[src/rtl/cpr_pkg.sv]
package cpr_pkg;
    typedef enum logic [1:0] {
        ST_BOUND = 2'd0,
        ST_DROP  = 2'd1,
        ST_PASS  = 2'd2
    } cpr_state_t;
endpackage

[src/rtl/cpr_sched_table.sv]
module cpr_sched_table #(
    parameter int L   = 5,
    parameter int CPW = 12
) (
    input  logic           clk,
    input  logic           rst_n,
    input  logic           we,
    input  logic [L-1:0]   waddr,
    input  logic [CPW-1:0] wdata,
    input  logic [L-1:0]   raddr,
    output logic [CPW-1:0] rdata
);
    localparam int DEPTH = 1 << L;

    logic [CPW-1:0] ent [DEPTH];

    // one register per schedule entry, each with its own write decode
    for (genvar g = 0; g < DEPTH; g++) begin : g_ent
        always_ff @(posedge clk) begin
            if (!rst_n) begin
                ent[g] <= '0;
            end else if (we && (waddr == L'(g))) begin
                ent[g] <= wdata;
            end
        end
    end

    assign rdata = ent[raddr];
endmodule

[src/rtl/cpr_sched_ptr.sv]
module cpr_sched_ptr #(
    parameter int L = 5
) (
    input  logic         clk,
    input  logic         rst_n,
    input  logic         restart,
    input  logic         advance,
    input  logic [L-1:0] last_idx,
    input  logic         rep,
    output logic [L-1:0] idx,
    output logic         over
);
    always_ff @(posedge clk) begin
        if (!rst_n || restart) begin
            idx  <= '0;
            over <= 1'b0;
        end else if (advance && !over) begin
            if (idx >= last_idx) begin
                if (rep) begin
                    idx <= '0;
                end else begin
                    over <= 1'b1;
                end
            end else begin
                idx <= idx + L'(1);
            end
        end
    end
endmodule

[src/rtl/cpr_window_fsm.sv]
module cpr_window_fsm
    import cpr_pkg::*;
#(
    parameter int CPW  = 12,
    parameter int MW   = 4,
    parameter int CNTW = 13
) (
    input  logic            clk,
    input  logic            rst_n,
    input  logic            restart,
    input  logic            s_valid,
    input  logic            m_ready,
    input  logic [CPW-1:0]  cp_live,
    input  logic [MW-1:0]   log2n_live,
    output logic            fwd,
    output logic            acc_ready,
    output logic            take,
    output logic            last,
    output cpr_state_t      state,
    output logic [CNTW-1:0] cnt,
    output logic [MW-1:0]   cur_log2n
);
    cpr_state_t      nxt_state;
    logic [CNTW-1:0] nxt_cnt;
    logic [CPW-1:0]  cur_cp;
    logic [CPW-1:0]  nxt_cp;
    logic [MW-1:0]   nxt_log2n;
    logic [CNTW-1:0] nm1;
    logic [CNTW-1:0] cnt_inc;
    logic            hs;

    // outputs of the current state
    always_comb begin
        unique case (state)
            ST_BOUND: fwd = (cp_live == '0);
            ST_DROP:  fwd = 1'b0;
            ST_PASS:  fwd = 1'b1;
            default:  fwd = 1'b0;
        endcase
        nm1       = (CNTW'(1) << cur_log2n) - CNTW'(1);
        cnt_inc   = cnt + CNTW'(1);
        acc_ready = fwd ? m_ready : 1'b1;
        hs        = s_valid && acc_ready;
        take      = (state == ST_BOUND) && hs;
        last      = (state == ST_PASS) && (cnt == nm1);
    end

    // transitions
    always_comb begin
        nxt_state = state;
        nxt_cnt   = cnt;
        nxt_cp    = cur_cp;
        nxt_log2n = cur_log2n;
        if (restart) begin
            nxt_state = ST_BOUND;
            nxt_cnt   = '0;
        end else if (hs) begin
            unique case (state)
                ST_BOUND: begin
                    nxt_cp    = cp_live;
                    nxt_log2n = log2n_live;
                    if (cp_live == '0) begin
                        nxt_state = ST_PASS;          // take-zero
                        nxt_cnt   = CNTW'(1);
                    end else if (cp_live == CPW'(1)) begin
                        nxt_state = ST_PASS;          // take-one
                        nxt_cnt   = '0;
                    end else begin
                        nxt_state = ST_DROP;          // take-long
                        nxt_cnt   = CNTW'(1);
                    end
                end
                ST_DROP: begin
                    if (cnt_inc == CNTW'(cur_cp)) begin
                        nxt_state = ST_PASS;          // drop-done
                        nxt_cnt   = '0;
                    end else begin
                        nxt_cnt   = cnt_inc;
                    end
                end
                ST_PASS: begin
                    if (last) begin
                        nxt_state = ST_BOUND;         // window-end
                        nxt_cnt   = '0;
                    end else begin
                        nxt_cnt   = cnt_inc;
                    end
                end
                default: begin
                    nxt_state = ST_BOUND;
                    nxt_cnt   = '0;
                end
            endcase
        end
    end

    // state register
    always_ff @(posedge clk) begin
        if (!rst_n) begin
            state     <= ST_BOUND;
            cnt       <= '0;
            cur_cp    <= '0;
            cur_log2n <= MW'(1);
        end else begin
            state     <= nxt_state;
            cnt       <= nxt_cnt;
            cur_cp    <= nxt_cp;
            cur_log2n <= nxt_log2n;
        end
    end
endmodule

[src/rtl/cp_sched_strip.sv]
module cp_sched_strip
    import cpr_pkg::*;
#(
    parameter int SW      = 16,
    parameter int L       = 5,
    parameter int CPW     = 12,
    parameter int MAX_LOG2 = 10,
    parameter int MW      = $clog2(MAX_LOG2 + 1)
) (
    input  logic           clk,
    input  logic           rst_n,
    input  logic           sym_rst,
    input  logic           tab_we,
    input  logic [L-1:0]   tab_idx,
    input  logic [CPW-1:0] tab_cp,
    input  logic           cfg_we,
    input  logic [MW-1:0]  cfg_log2n,
    input  logic [L-1:0]   cfg_last,
    input  logic           cfg_rep,
    input  logic           s_valid,
    output logic           s_ready,
    input  logic [SW-1:0]  s_i,
    input  logic [SW-1:0]  s_q,
    output logic           m_valid,
    input  logic           m_ready,
    output logic [SW-1:0]  m_i,
    output logic [SW-1:0]  m_q,
    output logic           m_last
);
    localparam int CNTW = ((CPW > MAX_LOG2) ? CPW : MAX_LOG2) + 1;

    logic [MW-1:0]   reg_log2n;
    logic [L-1:0]    reg_last;
    logic            reg_rep;
    logic [MW-1:0]   log2n_clamped;
    logic [L-1:0]    sched_idx;
    logic            sched_over;
    logic [CPW-1:0]  tab_rdata;
    logic [CPW-1:0]  cp_live;
    logic            fwd;
    logic            acc_ready;
    logic            take;
    logic            win_last;
    cpr_state_t      state;
    logic [CNTW-1:0] cnt;
    logic [MW-1:0]   cur_log2n;

    always_comb begin
        if (cfg_log2n == '0) begin
            log2n_clamped = MW'(1);
        end else if (cfg_log2n > MW'(MAX_LOG2)) begin
            log2n_clamped = MW'(MAX_LOG2);
        end else begin
            log2n_clamped = cfg_log2n;
        end
    end

    always_ff @(posedge clk) begin
        if (!rst_n) begin
            reg_log2n <= MW'(1);
            reg_last  <= '0;
            reg_rep   <= 1'b1;
        end else if (cfg_we) begin
            reg_log2n <= log2n_clamped;
            reg_last  <= cfg_last;
            reg_rep   <= cfg_rep;
        end
    end

    cpr_sched_table #(.L(L), .CPW(CPW)) u_tab (
        .clk   (clk),
        .rst_n (rst_n),
        .we    (tab_we),
        .waddr (tab_idx),
        .wdata (tab_cp),
        .raddr (sched_idx),
        .rdata (tab_rdata)
    );

    cpr_sched_ptr #(.L(L)) u_ptr (
        .clk      (clk),
        .rst_n    (rst_n),
        .restart  (sym_rst),
        .advance  (take),
        .last_idx (reg_last),
        .rep      (reg_rep),
        .idx      (sched_idx),
        .over     (sched_over)
    );

    assign cp_live = sched_over ? '0 : tab_rdata;

    cpr_window_fsm #(.CPW(CPW), .MW(MW), .CNTW(CNTW)) u_fsm (
        .clk        (clk),
        .rst_n      (rst_n),
        .restart    (sym_rst),
        .s_valid    (s_valid),
        .m_ready    (m_ready),
        .cp_live    (cp_live),
        .log2n_live (reg_log2n),
        .fwd        (fwd),
        .acc_ready  (acc_ready),
        .take       (take),
        .last       (win_last),
        .state      (state),
        .cnt        (cnt),
        .cur_log2n  (cur_log2n)
    );

    assign s_ready = acc_ready;
    assign m_valid = s_valid && fwd;
    assign m_i     = s_i;
    assign m_q     = s_q;
    assign m_last  = win_last;
endmodule

[config.mk]
export PLATFORM = sky130hd
export DESIGN_NAME = cp_sched_strip
export DESIGN_NICKNAME = d
export VERILOG_FILES = /design/src/rtl/cpr_pkg.sv /design/src/rtl/cpr_sched_table.sv /design/src/rtl/cpr_sched_ptr.sv /design/src/rtl/cpr_window_fsm.sv /design/src/rtl/cp_sched_strip.sv
export SDC_FILE = /design/constraint.sdc
export NUM_CORES = 1
export LEC_CHECK = 0
export ABC_CLOCK_PERIOD_IN_PS = 3800
export BUFFER_PORTS_ARGS = -buffer_cell sky130_fd_sc_hd__buf_4
export CORE_MARGIN = 3
export CORE_UTILIZATION = 45
export DETAILED_ROUTE_END_ITERATION = 6
export GPL_ROUTABILITY_DRIVEN = 0
export SYNTH_ARGS = -nofsm -noshare
export SYNTH_HDL_FRONTEND = slang
export SYNTH_SLANG_ARGS = --single-unit
[constraint.sdc]
create_clock -name clk -period 3.8 [get_ports clk]
set_input_delay 0.19 -clock clk [delete_from_list [all_inputs] [get_ports clk]]
set_output_delay 0.19 -clock clk [all_outputs]
set_load 0.03 [all_outputs]
## Yosys cells after proc, flatten, opt, wreduce, memory -nomap -nowiden

Memories as Yosys holds them, arrays and structs flattened. A register that Yosys moved wholly into a read port is not among the register bits.
Index checks and enable logic that the tools add are counted.

- Flip-flop bits (word level): 47
- RAM bits: 384
- Bits of input ports: 66
- Output and inout bits: 35
- Logic and storage cells: 287
- Memories kept: 1

Memory list:

| name | depth | width | read ports | clocked after memory_dff | wr ports | RTL line | source |
|---|---|---|---|---|---|---|---|
| u_tab.ent | 32 | 12 | 1 | 1 | 32 | cpr_sched_table.sv:15 | `logic [CPW-1:0] ent [DEPTH];` |

- Add/subtract/negate cells: 3
- $lt $le $gt $ge: 2
- Equal/unequal tests: 39
- Shifts and indexed selects: 1
- Mux-type cells: 148
- Bitwise logic cells: 35
- Reduce and logical (&&, ||, !) cells: 49

Operators with widths:

| cell | count |
|---|---|
| 12-bit 2-to-1 mux | 33 |
| 1-bit 2-to-1 mux | 99 |
| 5-bit == test, second input constant | 16 |
| 5-bit by 4-bit == test with 1-bit output, second input constant | 8 |
| 13-bit 2-to-1 mux | 3 |
| 13-bit one-hot mux with 3 select lines | 1 |
| 1-bit logical AND | 37 |
| 1-bit bitwise OR | 32 |
| 5-bit by 3-bit == test with 1-bit output, second input constant | 4 |
| 5-bit 2-to-1 mux | 4 |
| 13-bit by 1-bit adder with 13-bit output, second input constant | 1 |
| 13-bit by 12-bit == test with 1-bit output | 1 |
| 13-bit == test | 1 |
| 1-bit by 4-bit << shifter with 13-bit output, first input constant | 1 |
| 13-bit by 2-bit subtractor with 13-bit output, second input constant | 1 |
| 12-bit by 1-bit == test with 1-bit output, second input constant | 1 |
| 12-bit zero test | 1 |
| 5-bit by 2-bit == test with 1-bit output, second input constant | 2 |
| 3-bit AND reduction | 3 |
| 2-bit 2-to-1 mux | 4 |
| 4-bit 2-to-1 mux | 2 |
| 2-bit one-hot mux with 3 select lines | 1 |
| 5-bit by 1-bit adder with 5-bit output, second input constant | 1 |
| 5-bit by 1-bit == test with 1-bit output, second input constant | 1 |
| other kinds (15) | 19 |

## Logic depth before layout (Yosys ltp)

- Word-level depth: 10
- Gate-level depth with buffers: 15
- Mapped depth without buffers: 11

## Modules after synthesis

Synthesis repeated with hierarchy kept, for this count alone.

- Cells, all modules: 1822
- Area, all modules: 21823.4 um^2

Modules (own cells, without submodules):

| module | instances | cells an instance | area an instance (um^2) | seq. area each (um^2) |
|---|---|---|---|---|
| cpr_sched_table | 1 | 1359 | 18161.2 | 11531.1 |
| cpr_window_fsm | 1 | 327 | 2461.1 | 620.6 |
| cp_sched_strip | 1 | 84 | 721.9 | 200.2 |
| cpr_sched_ptr | 1 | 52 | 479.2 | 120.1 |

## Least setup slack after synthesis

No wires, ideal clock.

- Path kind: reg-to-output
- From: register (tool-made name)
- To: output m_valid
- Arrival: 3.344 ns
- Required time: 3.610 ns
- Slack: 0.266 ns
- Stages on the path, launching flop included: 14
- Path buffers: 5
- Cell sequence: dfxtp_1 -> buf_6 -> buf_8 -> buf_8 -> buf_6 -> buf_6 -> mux2_2 -> o21ai_0 -> nor3_1 -> o311ai_0 -> nand4_1 -> nor3_1 -> a21o_1 -> nor3b_1

RTL lines:

| element | RTL line | source |
|---|---|---|
| to (decl) | cp_sched_strip.sv:24 | `output logic m_valid,` |

==> metrics.md <==
| Metric | Value |
|---|---|
| HPWL after DPL | 37.0 mm |
| Yosys synthesis warning count | 0 |
| Gr usage total | 0.233 |
| Final setup violation count | 2 |
| Maximum vdd drop | 0.329 mV |
| Synth cell types | 74 |
| Pre-antenna DRT Iters | 7 |
| Post-synth top area cell | edfxtp_1 |
| Area share of the largest cell type after synthesis | 0.539 |
| First-pass GRT wire length | 87.6 mm |
| Die ar. | 50200 um2 |
| Synthesized Nets | 1739 |
| Period utilization | 1.03 |
| Leakage | 8.39 nW |
| Fin. Hold Viols | 0 |
| Data required, critical path | 3610 ps |
| Clock skew | 16.4 ps |
| Fillers | 3925 |
| Slew HR | 0.243 |
| Ports | 101 |
| Clock buffer depth | 3 |
| CTS tree | done |
| Clk_lat worst skew | 590 ps |
| Max Fclk | 256 MHz |
| Global route overflow | 0 |
| RSZ-0062 raised after global routing | yes |
| Core area | 46800 um2 |
| Post-DRT Antenna Nets | 0 |
| Via/cell ratio | 5.74 |
| Num CTS Buffers | 47 |
| Minimum clock period | 3910 ps |
| Detailed-route wire length per cell | 24.6 um |
| Max cap viols | 0 |
| Final core utilization | 0.521 |
| Final max-slew violation count | 0 |
| Vias | 13481 |
| Seq/Total Area, Yosys | 0.587 |
| Die X | 224 um |
| Mapped Cells | 1665 |
| Asr flop ratio synth | 0 |
| DP Worst Slack | 159 ps |
| Syn_area_per_cell | 12.9 um2 |
| Setup ws final | -113 ps |
| Commonest cells post-synth | and2_1, edfxtp_1, clkbuf_1 |
| Synth top area cells | edfxtp_1, and2_1, mux4_2 |
| FP Rows | 79 |
| Initial antenna violation count | 0 |
| DIE HEIGHT | 224 um |
| DRT iter0 DRCs | 1260 |
| Status | finished, violations left |
| Final net count | 1779 |
| IO Port Bufs | 36 |
| Failing checks | negative setup slack |
| Vias in the first global route | 13876 |
| DRC Markers | 0 |
| Setup crit start kind | flop |
| Most common flop cell mapped by yosys | edfxtp_1 |
| Post-synth EDFFs | 384 |
| Worst-margin pin slew | 1130 ps |
| Largest net degree at the start of global routing | 41 |
| CTS sink count | 436 |
| Pwr dens | 451 nW/um2 |
| Share of cells above drive strength 1 | 0.197 |
| Initial Util | 0.458 |
| Worst-path fanout max | 7 |
| Routed wire length | 57.7 mm |
| Critical Path AT | 3720 ps |
| Antenna Cells | 0 |
| Min-Delay Path Class | input port to flop |
| Clock transition at the registers of the reported paths | 60 ps |
| Critical path class | flop to primary output |
| Number of synthesized register bits | 436 |
| Most common cell in the netlist | and2_1 |
| Area delta synth->final | 13.9% |
| H-tree Lvls | 2 |
| Clock root cell | clkbuf_16 |
| CP endpoint kind | primary output |
| Mapped cell area | 21400 um2 |
-- flip-flops by register name (all words and copies together) (netlist names), named ones only --
| register | cells |
|---|---|
| u_ptr.over | 1 |
| u_fsm.state | 2 |
| u_tab.ent | 384 |
| u_fsm.cur_cp | 12 |
| reg_log2n | 4 |
| u_fsm.cnt | 13 |
| reg_rep | 1 |
| reg_last | 5 |
| u_fsm.cur_log2n | 4 |
| u_ptr.idx | 5 |
-- worst paths after layout --
check,from,endpoint,slack [ps],depth (start not counted)
setup / recovery,flop,m_valid,-110,12
hold / removal,cfg_we,reg_log2n[2]$_SDFFE_PN0P_,30,3
setup reg to reg,flop,flop,130,12
hold reg to reg,reg_log2n[1]$_SDFFE_PN0P_,u_fsm.cur_log2n[1]$_SDFFE_PN0P_,480,2
-- layout by cell type, fill, tap and decap left out, drive strengths merged, types with 18 or more instances in the layout --
cell type	n
and2	387
edfxtp	384
buf	140
mux4	91
o21ai	81
nor2	72
nand2	69
clkbuf	64
dfxtp	52
nand3	41
a21oi	37
mux2i	34
dlygate4sd3	25
nor3	19
inv	18
-- logic make-up after synthesis --
group,synth area share
buffers and inverters,0.0448
DFF,0.587
muxes,0.115
adders and majority gates,0.00468
and+or+nand+nor,0.182
xor gates and xnor gates,0.00778
AOI/OAI and AO/OA,0.0578
-- power by group --
group | total, W | switching (W) | internal [W]
registers | 0.00554 | 0.0000860 | 0.00545
logic | 0.000816 | 0.000474 | 0.000342
clock network | 0.00464 | 0.00192 | 0.00272
total | 0.0110 | 0.00248 | 0.00851
-- layer usage --
| metal | track usage | vias up | part of all wire |
|---|---|---|---|
| met4 | 0.0782 | 0 | 0.034 |
| met5 | 0 | - | 0 |
| met1 | 0.305 | 6806 | 0.42 |
| li1 | - | 6096 | - |
| met3 | 0.0499 | 115 | 0.063 |
| met2 | 0.389 | 464 | 0.48 |
-- cell type report --
class	instances	area [um2]	area share
Inverter	17	63.8	0.00262
Clock inverter	22	256	0.0105
Timing Repair Buffer	165	1450	0.0594
Tap cell	607	759	0.0312
Multi-Input combinational cell	1038	7980	0.327
Sequential cell	436	12600	0.516
Clock buffer	64	1280	0.0526
-- stage by stage --
stage	total power (W)	std cells	hold WS, ps	instance area [um2]	TNS, ps
finish	0.0110	2349	29.9	24400	-188
global route	0.0113	2349	51.2	24400	-369
CTS	0.0110	2345	12.1	24300	-80.0
detailed placement	0.00639	2222	380	22300	0
global placement	0.00638	2222	380	22300	0
floorplan	0.00613	1665	318	21400	0
-- repair_timing --
action,CTS,global route
hold endpoints to repair,13,0
endpoints found under the setup margin,2,14
setup buffers,12,4
gates cloned,0,0
hold buffers,25,0
resized for setup,20,15
pin swaps,5,8
-- worst max-delay path, cell delays in order (launching register included) --
cell and delay (ps):
dfxtp_4 420, buf_12 150, buf_12 130, mux4_2 500, nand2_1 130, nand3_1 190, and3_4 250, or4_4 540
nor3_2 200, buf_4 150, a21o_1 120, nor3b_2 150, buf_4 180
No activity file was read; power rests on OpenSTA's default activity.
